--- config.mk ---
export PLATFORM = sky130hd
export DESIGN_NAME = insn16_decoder
export DESIGN_NICKNAME = d
export VERILOG_FILES = /design/src/rtl/insn16_pkg.sv /design/src/rtl/insn16_classify.sv /design/src/rtl/insn16_immgen.sv /design/src/rtl/insn16_ctrl.sv /design/src/rtl/insn16_decoder.sv
export SDC_FILE = /design/constraint.sdc
export NUM_CORES = 1
export LEC_CHECK = 0
export ABC_CLOCK_PERIOD_IN_PS = 800
export BUFFER_PORTS_ARGS = -buffer_cell sky130_fd_sc_hd__buf_2
export CORE_UTILIZATION = 45
export DETAILED_ROUTE_END_ITERATION = 8
export GPL_ROUTABILITY_DRIVEN = 0
export PLACE_DENSITY_LB_ADDON = 0.1
export SLEW_MARGIN = 20
export SYNTH_ARGS = -nofsm -noshare
export SYNTH_HDL_FRONTEND = slang
export SYNTH_SLANG_ARGS = --single-unit
--- constraint.sdc ---
create_clock -name clk -period 0.8 [get_ports clk]
set_clock_uncertainty 0.2 [all_clocks]
set_input_delay 0.04 -clock clk [delete_from_list [all_inputs] [get_ports clk]]
set_output_delay 0.04 -clock clk [all_outputs]
set_load 0.05 [all_outputs]
--- src/rtl/insn16_pkg.sv ---
package insn16_pkg;

    localparam int OPC_W = 4;
    localparam int REG_W = 4;
    localparam int FN_W  = 4;

    typedef enum logic [3:0] {
        FMT_LDI,
        FMT_LDHI,
        FMT_ALU_RR,
        FMT_ALU_RI,
        FMT_ALU_R3,
        FMT_LOAD,
        FMT_STORE,
        FMT_BR_NZ,
        FMT_BR_Z,
        FMT_JUMP,
        FMT_CALL,
        FMT_JUMP_REG,
        FMT_CALL_REG,
        FMT_IDLE,
        FMT_BAD
    } fmt_e;

    typedef enum logic [1:0] {
        COND_ALWAYS = 2'b00,
        COND_NZ     = 2'b01,
        COND_Z      = 2'b10
    } cond_e;

    localparam logic [FN_W-1:0]  FN_PASS   = 4'h0;
    localparam logic [FN_W-1:0]  FN_ADD    = 4'h4;
    localparam logic [FN_W-1:0]  FN_HIBYTE = 4'h7;
    localparam logic [REG_W-1:0] LINK_IDX  = 4'd14;

    typedef struct packed {
        logic              illegal;
        logic              reg_we;
        logic              mem_rd;
        logic              mem_wr;
        logic              branch;
        cond_e             cond;
        logic              br_reg;
        logic              link;
        logic              use_imm;
        logic [REG_W-1:0]  rd;
        logic [FN_W-1:0]   alu_fn;
    } ctrl_t;

endpackage

--- src/rtl/insn16_classify.sv ---
module insn16_classify
    import insn16_pkg::*;
(
    input  logic [OPC_W-1:0] opc,
    input  logic [3:0]       sub,
    output fmt_e             fmt
);

    fmt_e sys_fmt;

    // Sub-decode of the system opcode (1110) on the top nibble
    always_comb begin
        unique case (sub)
            4'b0000: sys_fmt = FMT_JUMP_REG;
            4'b0001: sys_fmt = FMT_CALL_REG;
            4'b0010: sys_fmt = FMT_IDLE;
            default: sys_fmt = FMT_BAD;
        endcase
    end

    always_comb begin
        unique casez (opc)
            4'b0000: fmt = FMT_LDI;
            4'b0001: fmt = FMT_LDHI;
            4'b0010: fmt = FMT_ALU_RR;
            4'b0011: fmt = FMT_ALU_RI;
            4'b01??: fmt = FMT_ALU_R3;
            4'b1000: fmt = FMT_LOAD;
            4'b1001: fmt = FMT_STORE;
            4'b1010: fmt = FMT_BR_NZ;
            4'b1011: fmt = FMT_BR_Z;
            4'b1100: fmt = FMT_JUMP;
            4'b1101: fmt = FMT_CALL;
            4'b1110: fmt = sys_fmt;
            default: fmt = FMT_BAD;
        endcase
    end

    // opcode 1111 never maps to a legal format
    always_comb begin
        if (opc == 4'b1111)
            p_opc15_bad_r13: assert (fmt == FMT_BAD);
    end

endmodule

--- src/rtl/insn16_immgen.sv ---
module insn16_immgen
    import insn16_pkg::*;
#(
    parameter int DATA_W = 16
) (
    input  fmt_e              fmt,
    input  logic [11:0]       upper,
    output logic [DATA_W-1:0] imm
);

    localparam int EXT4  = DATA_W - 4;
    localparam int EXT8  = DATA_W - 8;
    localparam int EXT12 = DATA_W - 12;

    logic [DATA_W-1:0] sx4;
    logic [DATA_W-1:0] sx8;
    logic [DATA_W-1:0] sx12;

    assign sx4  = {{EXT4{upper[11]}},  upper[11:8]};
    assign sx8  = {{EXT8{upper[11]}},  upper[11:4]};
    assign sx12 = {{EXT12{upper[11]}}, upper};

    always_comb begin
        unique case (fmt)
            FMT_LDI, FMT_LDHI, FMT_BR_NZ, FMT_BR_Z: imm = sx8;
            FMT_ALU_RI, FMT_LOAD, FMT_STORE:        imm = sx4;
            FMT_JUMP, FMT_CALL:                     imm = sx12;
            default:                                imm = '0;
        endcase
    end

endmodule

--- src/rtl/insn16_ctrl.sv ---
module insn16_ctrl
    import insn16_pkg::*;
(
    input  fmt_e             fmt,
    input  logic [FN_W-1:0]  fn_hi,
    input  logic [FN_W-1:0]  fn_mid,
    input  logic [REG_W-1:0] ra,
    input  logic [1:0]       cc,
    output ctrl_t            ctl
);

    localparam int PAD_W = REG_W - 2;

    always_comb begin
        ctl      = '0;
        ctl.cond = COND_ALWAYS;
        unique case (fmt)
            FMT_LDI: begin
                ctl.reg_we  = 1'b1;
                ctl.rd      = ra;
                ctl.alu_fn  = FN_PASS;
                ctl.use_imm = 1'b1;
            end
            FMT_LDHI: begin
                ctl.reg_we  = 1'b1;
                ctl.rd      = ra;
                ctl.alu_fn  = FN_HIBYTE;
                ctl.use_imm = 1'b1;
            end
            FMT_ALU_RR: begin
                ctl.reg_we  = 1'b1;
                ctl.rd      = ra;
                ctl.alu_fn  = fn_hi;
            end
            FMT_ALU_RI: begin
                ctl.reg_we  = 1'b1;
                ctl.rd      = ra;
                ctl.alu_fn  = fn_mid;
                ctl.use_imm = 1'b1;
            end
            FMT_ALU_R3: begin
                ctl.reg_we  = 1'b1;
                ctl.rd      = {{PAD_W{1'b0}}, cc};
                ctl.alu_fn  = fn_hi;
            end
            FMT_LOAD: begin
                ctl.reg_we  = 1'b1;
                ctl.mem_rd  = 1'b1;
                ctl.rd      = ra;
                ctl.alu_fn  = FN_ADD;
                ctl.use_imm = 1'b1;
            end
            FMT_STORE: begin
                ctl.mem_wr  = 1'b1;
                ctl.alu_fn  = FN_ADD;
                ctl.use_imm = 1'b1;
            end
            FMT_BR_NZ: begin
                ctl.branch  = 1'b1;
                ctl.cond    = COND_NZ;
            end
            FMT_BR_Z: begin
                ctl.branch  = 1'b1;
                ctl.cond    = COND_Z;
            end
            FMT_JUMP: begin
                ctl.branch  = 1'b1;
            end
            FMT_CALL: begin
                ctl.branch  = 1'b1;
                ctl.link    = 1'b1;
                ctl.reg_we  = 1'b1;
                ctl.rd      = LINK_IDX;
            end
            FMT_JUMP_REG: begin
                ctl.branch  = 1'b1;
                ctl.br_reg  = 1'b1;
            end
            FMT_CALL_REG: begin
                ctl.branch  = 1'b1;
                ctl.br_reg  = 1'b1;
                ctl.link    = 1'b1;
                ctl.reg_we  = 1'b1;
                ctl.rd      = LINK_IDX;
            end
            FMT_IDLE: begin
                ctl = ctl;
            end
            FMT_BAD: begin
                ctl.illegal = 1'b1;
            end
            default: begin
                ctl.illegal = 1'b1;
            end
        endcase
    end

    // a memory access never reads and writes at once
    always_comb begin
        p_mem_excl_r8: assert (!(ctl.mem_rd && ctl.mem_wr));
    end

endmodule

--- src/rtl/insn16_decoder.sv ---
module insn16_decoder
    import insn16_pkg::*;
#(
    parameter int DATA_W = 16
) (
    input  logic              clk,
    input  logic              rst_n,
    input  logic              in_valid,
    input  logic [15:0]       instr,
    output logic              out_valid,
    output logic [3:0]        src_a,
    output logic [3:0]        src_b,
    output logic [3:0]        dst,
    output logic [3:0]        alu_fn,
    output logic              use_imm,
    output logic [DATA_W-1:0] imm,
    output logic              reg_we,
    output logic              mem_rd,
    output logic              mem_wr,
    output logic              branch,
    output logic [1:0]        br_cond,
    output logic              br_reg,
    output logic              link,
    output logic              illegal
);

    fmt_e              fmt;
    ctrl_t             ctl;
    logic [DATA_W-1:0] imm_d;

    insn16_classify u_classify (
        .opc (instr[3:0]),
        .sub (instr[15:12]),
        .fmt (fmt)
    );

    insn16_immgen #(.DATA_W(DATA_W)) u_immgen (
        .fmt   (fmt),
        .upper (instr[15:4]),
        .imm   (imm_d)
    );

    insn16_ctrl u_ctrl (
        .fmt    (fmt),
        .fn_hi  (instr[15:12]),
        .fn_mid (instr[11:8]),
        .ra     (instr[7:4]),
        .cc     (instr[1:0]),
        .ctl    (ctl)
    );

    // Single output register stage; idle cycles clear the whole bundle
    always_ff @(posedge clk or negedge rst_n) begin
        if (!rst_n) begin
            out_valid <= 1'b0;
            src_a     <= '0;
            src_b     <= '0;
            dst       <= '0;
            alu_fn    <= '0;
            use_imm   <= 1'b0;
            imm       <= '0;
            reg_we    <= 1'b0;
            mem_rd    <= 1'b0;
            mem_wr    <= 1'b0;
            branch    <= 1'b0;
            br_cond   <= '0;
            br_reg    <= 1'b0;
            link      <= 1'b0;
            illegal   <= 1'b0;
        end else if (in_valid) begin
            out_valid <= 1'b1;
            src_a     <= instr[7:4];
            src_b     <= instr[11:8];
            dst       <= ctl.rd;
            alu_fn    <= ctl.alu_fn;
            use_imm   <= ctl.use_imm;
            imm       <= imm_d;
            reg_we    <= ctl.reg_we;
            mem_rd    <= ctl.mem_rd;
            mem_wr    <= ctl.mem_wr;
            branch    <= ctl.branch;
            br_cond   <= ctl.cond;
            br_reg    <= ctl.br_reg;
            link      <= ctl.link;
            illegal   <= ctl.illegal;
        end else begin
            out_valid <= 1'b0;
            src_a     <= '0;
            src_b     <= '0;
            dst       <= '0;
            alu_fn    <= '0;
            use_imm   <= 1'b0;
            imm       <= '0;
            reg_we    <= 1'b0;
            mem_rd    <= 1'b0;
            mem_wr    <= 1'b0;
            branch    <= 1'b0;
            br_cond   <= '0;
            br_reg    <= 1'b0;
            link      <= 1'b0;
            illegal   <= 1'b0;
        end
    end

    p_valid_follows_r2: assert property (@(posedge clk) disable iff (!rst_n)
        in_valid |=> out_valid);

    p_idle_quiet_r2: assert property (@(posedge clk) disable iff (!rst_n)
        !out_valid |-> !(reg_we || mem_rd || mem_wr || branch || link || illegal));

    p_rs_fields_r3: assert property (@(posedge clk) disable iff (!rst_n)
        in_valid |=> (src_a == $past(instr[7:4])) && (src_b == $past(instr[11:8])));

    p_mem_onehot_r8: assert property (@(posedge clk) disable iff (!rst_n)
        $onehot0({mem_rd, mem_wr}));

    p_link_r14_r10: assert property (@(posedge clk) disable iff (!rst_n)
        link |-> (reg_we && branch && dst == LINK_IDX));

    p_illegal_quiet_r13: assert property (@(posedge clk) disable iff (!rst_n)
        illegal |-> !(reg_we || mem_rd || mem_wr || branch || link));

    p_store_nowrite_r8: assert property (@(posedge clk) disable iff (!rst_n)
        mem_wr |-> !reg_we);

endmodule

==> metrics <==
pwr dens 1660 mW/mm^2; register area share after synthesis 52.0%; site row count 23; Boundary Pins 62; run status complete, but fails checks; Syn. warnings 0; H-tree depth 2; unrepaired setup endpoints after global routing true; # nets final 330; type of the worst min-delay path primary input to flop; FMAX 613 MHz; CTS clock-pin slew for the worst setup and hold paths 0.08 ns; flops & latches, synth 39; Initial Util 46.9%; core area 0.00400 mm^2; max reg flops 12; HPWL after DPL 3.23 mm; GR peak layer met2; Internal 4080 uW; Hold Buf Count CTS 1; total grt overflow 0; via count of the first global-routing pass 2044; Setup CP Type primary input to flop; CP Capture Type flop; die width 66.6 um; Final Hold Fails 26; CTS tree built; post-DR vias/cell 6.24; Multi-input gate area 0.00115 mm^2; first-pass GRT wire length 10.6 mm; combinational power share 31.1%; fraction of layout cells with a size suffix above 1 73.4%; Avg WL per Cell 23.2 um; hold_ws -0.192 ns; Vert. Die Dim 66.6 um; drc violations 0; CP arrival 1.64 ns; die area 0.00443 mm^2; Least-Margin Pin Slew 0.453 ns; Synthesized Nets 218; clock sink count 39; Max Cap Viol 0; met1 Track Usage GR 41.0%; CTS Buf Count 5; register name with the most flops imm; CTS Buffer Depth 2; post-synthesis cell type count 35; All-Layer GR Usage 33.4%; initial antenna violation count 0; Total Power 5980 uW; Clock power frac 33.3%; switching power 1900 uW; Place WS -1.18 ns; Worst slew margin 69.5%; Critical Path RT 0.81 ns; via count 2260; root buf cell clkbuf_8; first-pass detailed-route iteration total 5; Slew Limit Fails 0; violated checks negative hold slack, negative setup slack; largest net degree at the start of global routing 40; Final period util 204%; Setup WS post-layout -0.832 ns; synthesized cell area 0.00188 mm^2; M3 GR Usage 6.85%; filler instances 161; CP Launch Type primary input; PortBufs 61; sw frac 31.8%; Peak VDD IR 1.61 mV; Layout Area Growth over Synthesis 91.6%; register area 0.00103 mm^2; Final min period 1.63 ns; starting DRC count in detailed routing 309; final setup vio count 73; DRT antenna net count 0; # diodes 0; CP max FO 2; Leak Pwr 0.00159 uW; Syn Inst Count 199; Mean Syn Cell Area 9.42 um^2; WL final 8.41 mm; M2 GR Usage 53.8%; part of the power in registers 35.6%
per-layer routing:
| metal | share of wire, % | wire (um) | vias up |
|---|---|---|---|
| met1 | 35 | 2980 | 1107 |
| met2 | 49 | 4160 | 208 |
| li1 | - | - | 901 |
| met3 | 9.1 | 769 | 44 |
| met5 | 0 | 0 | - |
| met4 | 6.0 | 505 | 0 |
placed cells by master, fill, tap and decap left out, drive strengths merged, types with 3 or more instances in the layout:
cell / instances
nor2: 18
dfrtp: 39
mux2i: 5
inv: 5
xnor2: 3
clkbuf: 6
nand2b: 6
buf: 122
a221oi: 3
a21oi: 21
nand2: 19
o21ai: 13
and2: 10
a22oi: 3
nand3: 7
and3: 3
nor3: 7
kinds of logic after synthesis:
kind of cell | after synthesis | share of synthesized area (%)
muxes | 5 | 2.67
AOI/OAI and AO/OA | 48 | 14.8
buffers and inverters | 23 | 5.87
and+or+nand+nor | 80 | 22.7
xor gates and xnor gates | 4 | 1.87
DFF | 39 | 52.0
cell type report:
type                    instances  area share [%]
inverters                       5           0.522
well taps                      50            1.74
repair buffers                123            33.6
clock inverters                 2            1.67
clock buffers                   6            2.02
multi-input cells             137            31.9
flip-flops and latches         39            28.6
Yosys cell counts:
cell type | n | area (um^2)
a211oi_1 | 1 | 7.51
a21oi_1 | 21 | 105
a221oi_1 | 3 | 26.3
a22oi_1 | 3 | 22.5
a31oi_1 | 2 | 12.5
and2_1 | 10 | 62.6
and3_1 | 3 | 18.8
buf_1 | 4 | 15.0
buf_2 | 1 | 5.00
buf_4 | 4 | 30.0
buf_6 | 1 | 11.3
clkbuf_1 | 8 | 30.0
dfrtp_1 | 39 | 976
inv_1 | 5 | 18.8
mux2i_1 | 5 | 50.1
nand2_1 | 19 | 71.3
nand2b_1 | 6 | 37.5
nand3_1 | 7 | 35.0
nand3b_1 | 1 | 7.51
nor2_1 | 18 | 67.6
nor2b_1 | 2 | 12.5
nor3_1 | 6 | 30.0
nor3_2 | 1 | 10.0
nor4_1 | 2 | 12.5
nor4b_4 | 1 | 23.8
o211ai_1 | 1 | 7.51
o21a_1 | 1 | 7.51
o21ai_0 | 13 | 65.1
o221ai_1 | 1 | 8.76
o31ai_1 | 2 | 15.0
or2_2 | 2 | 12.5
or4_4 | 1 | 11.3
or4b_4 | 1 | 13.8
xnor2_1 | 3 | 26.3
xor2_1 | 1 | 8.76
worst max-delay path, cell delays in order:
cell and delay [ns]:
buf_6 0.09, or4b_4 0.55, nor4b_4 0.25, nor3_2 0.10, or4_4 0.52, o221ai_2 0.08
power groups by stage:
stage / sequential, uW / combinational, uW / clock, uW
global route: 2130 / 1920 / 2050
CTS: 2120 / 1610 / 1960
global placement: 2130 / 1150 / 0
detailed placement: 2140 / 1160 / 0
floorplan: 2480 / 425 / 0
finish: 2130 / 1860 / 1990
path summary, 6_finish.rpt:
kind | slack (ns) | cells past startpoint | endpoint | start
hold / removal | -0.19 | 3 | imm[2] | instr[6]
max in group asynchronous | 0.14 | 3 | mem_rd | rst_n
min in group asynchronous | 0.04 | 3 | src_a[0] | rst_n
setup / recovery | -0.83 | 6 | branch | instr[15]
stage by stage:
| stage | area (um^2) | std cells | utilization, % | setup TNS [ns] |
|---|---|---|---|---|
| floorplan | 1970 | 199 | - | -18.33 |
| global placement | 2490 | 328 | 62.3 | -22.68 |
| detailed placement | 2490 | 328 | 62.3 | -23.27 |
| CTS | 3430 | 356 | 85.7 | -22.57 |
| global route | 3590 | 362 | 89.8 | -27.78 |
| finish | 3590 | 362 | 89.8 | -26.28 |
repair_timing:
item	CTS	global route
pin swaps	27	18
setup buffers	18	8
cloned	2	0
endpoints found under the hold margin	73	26
gates resized for setup	171	30
setup endpoints to repair	73	73
Power figures use the tool's default switching activity.
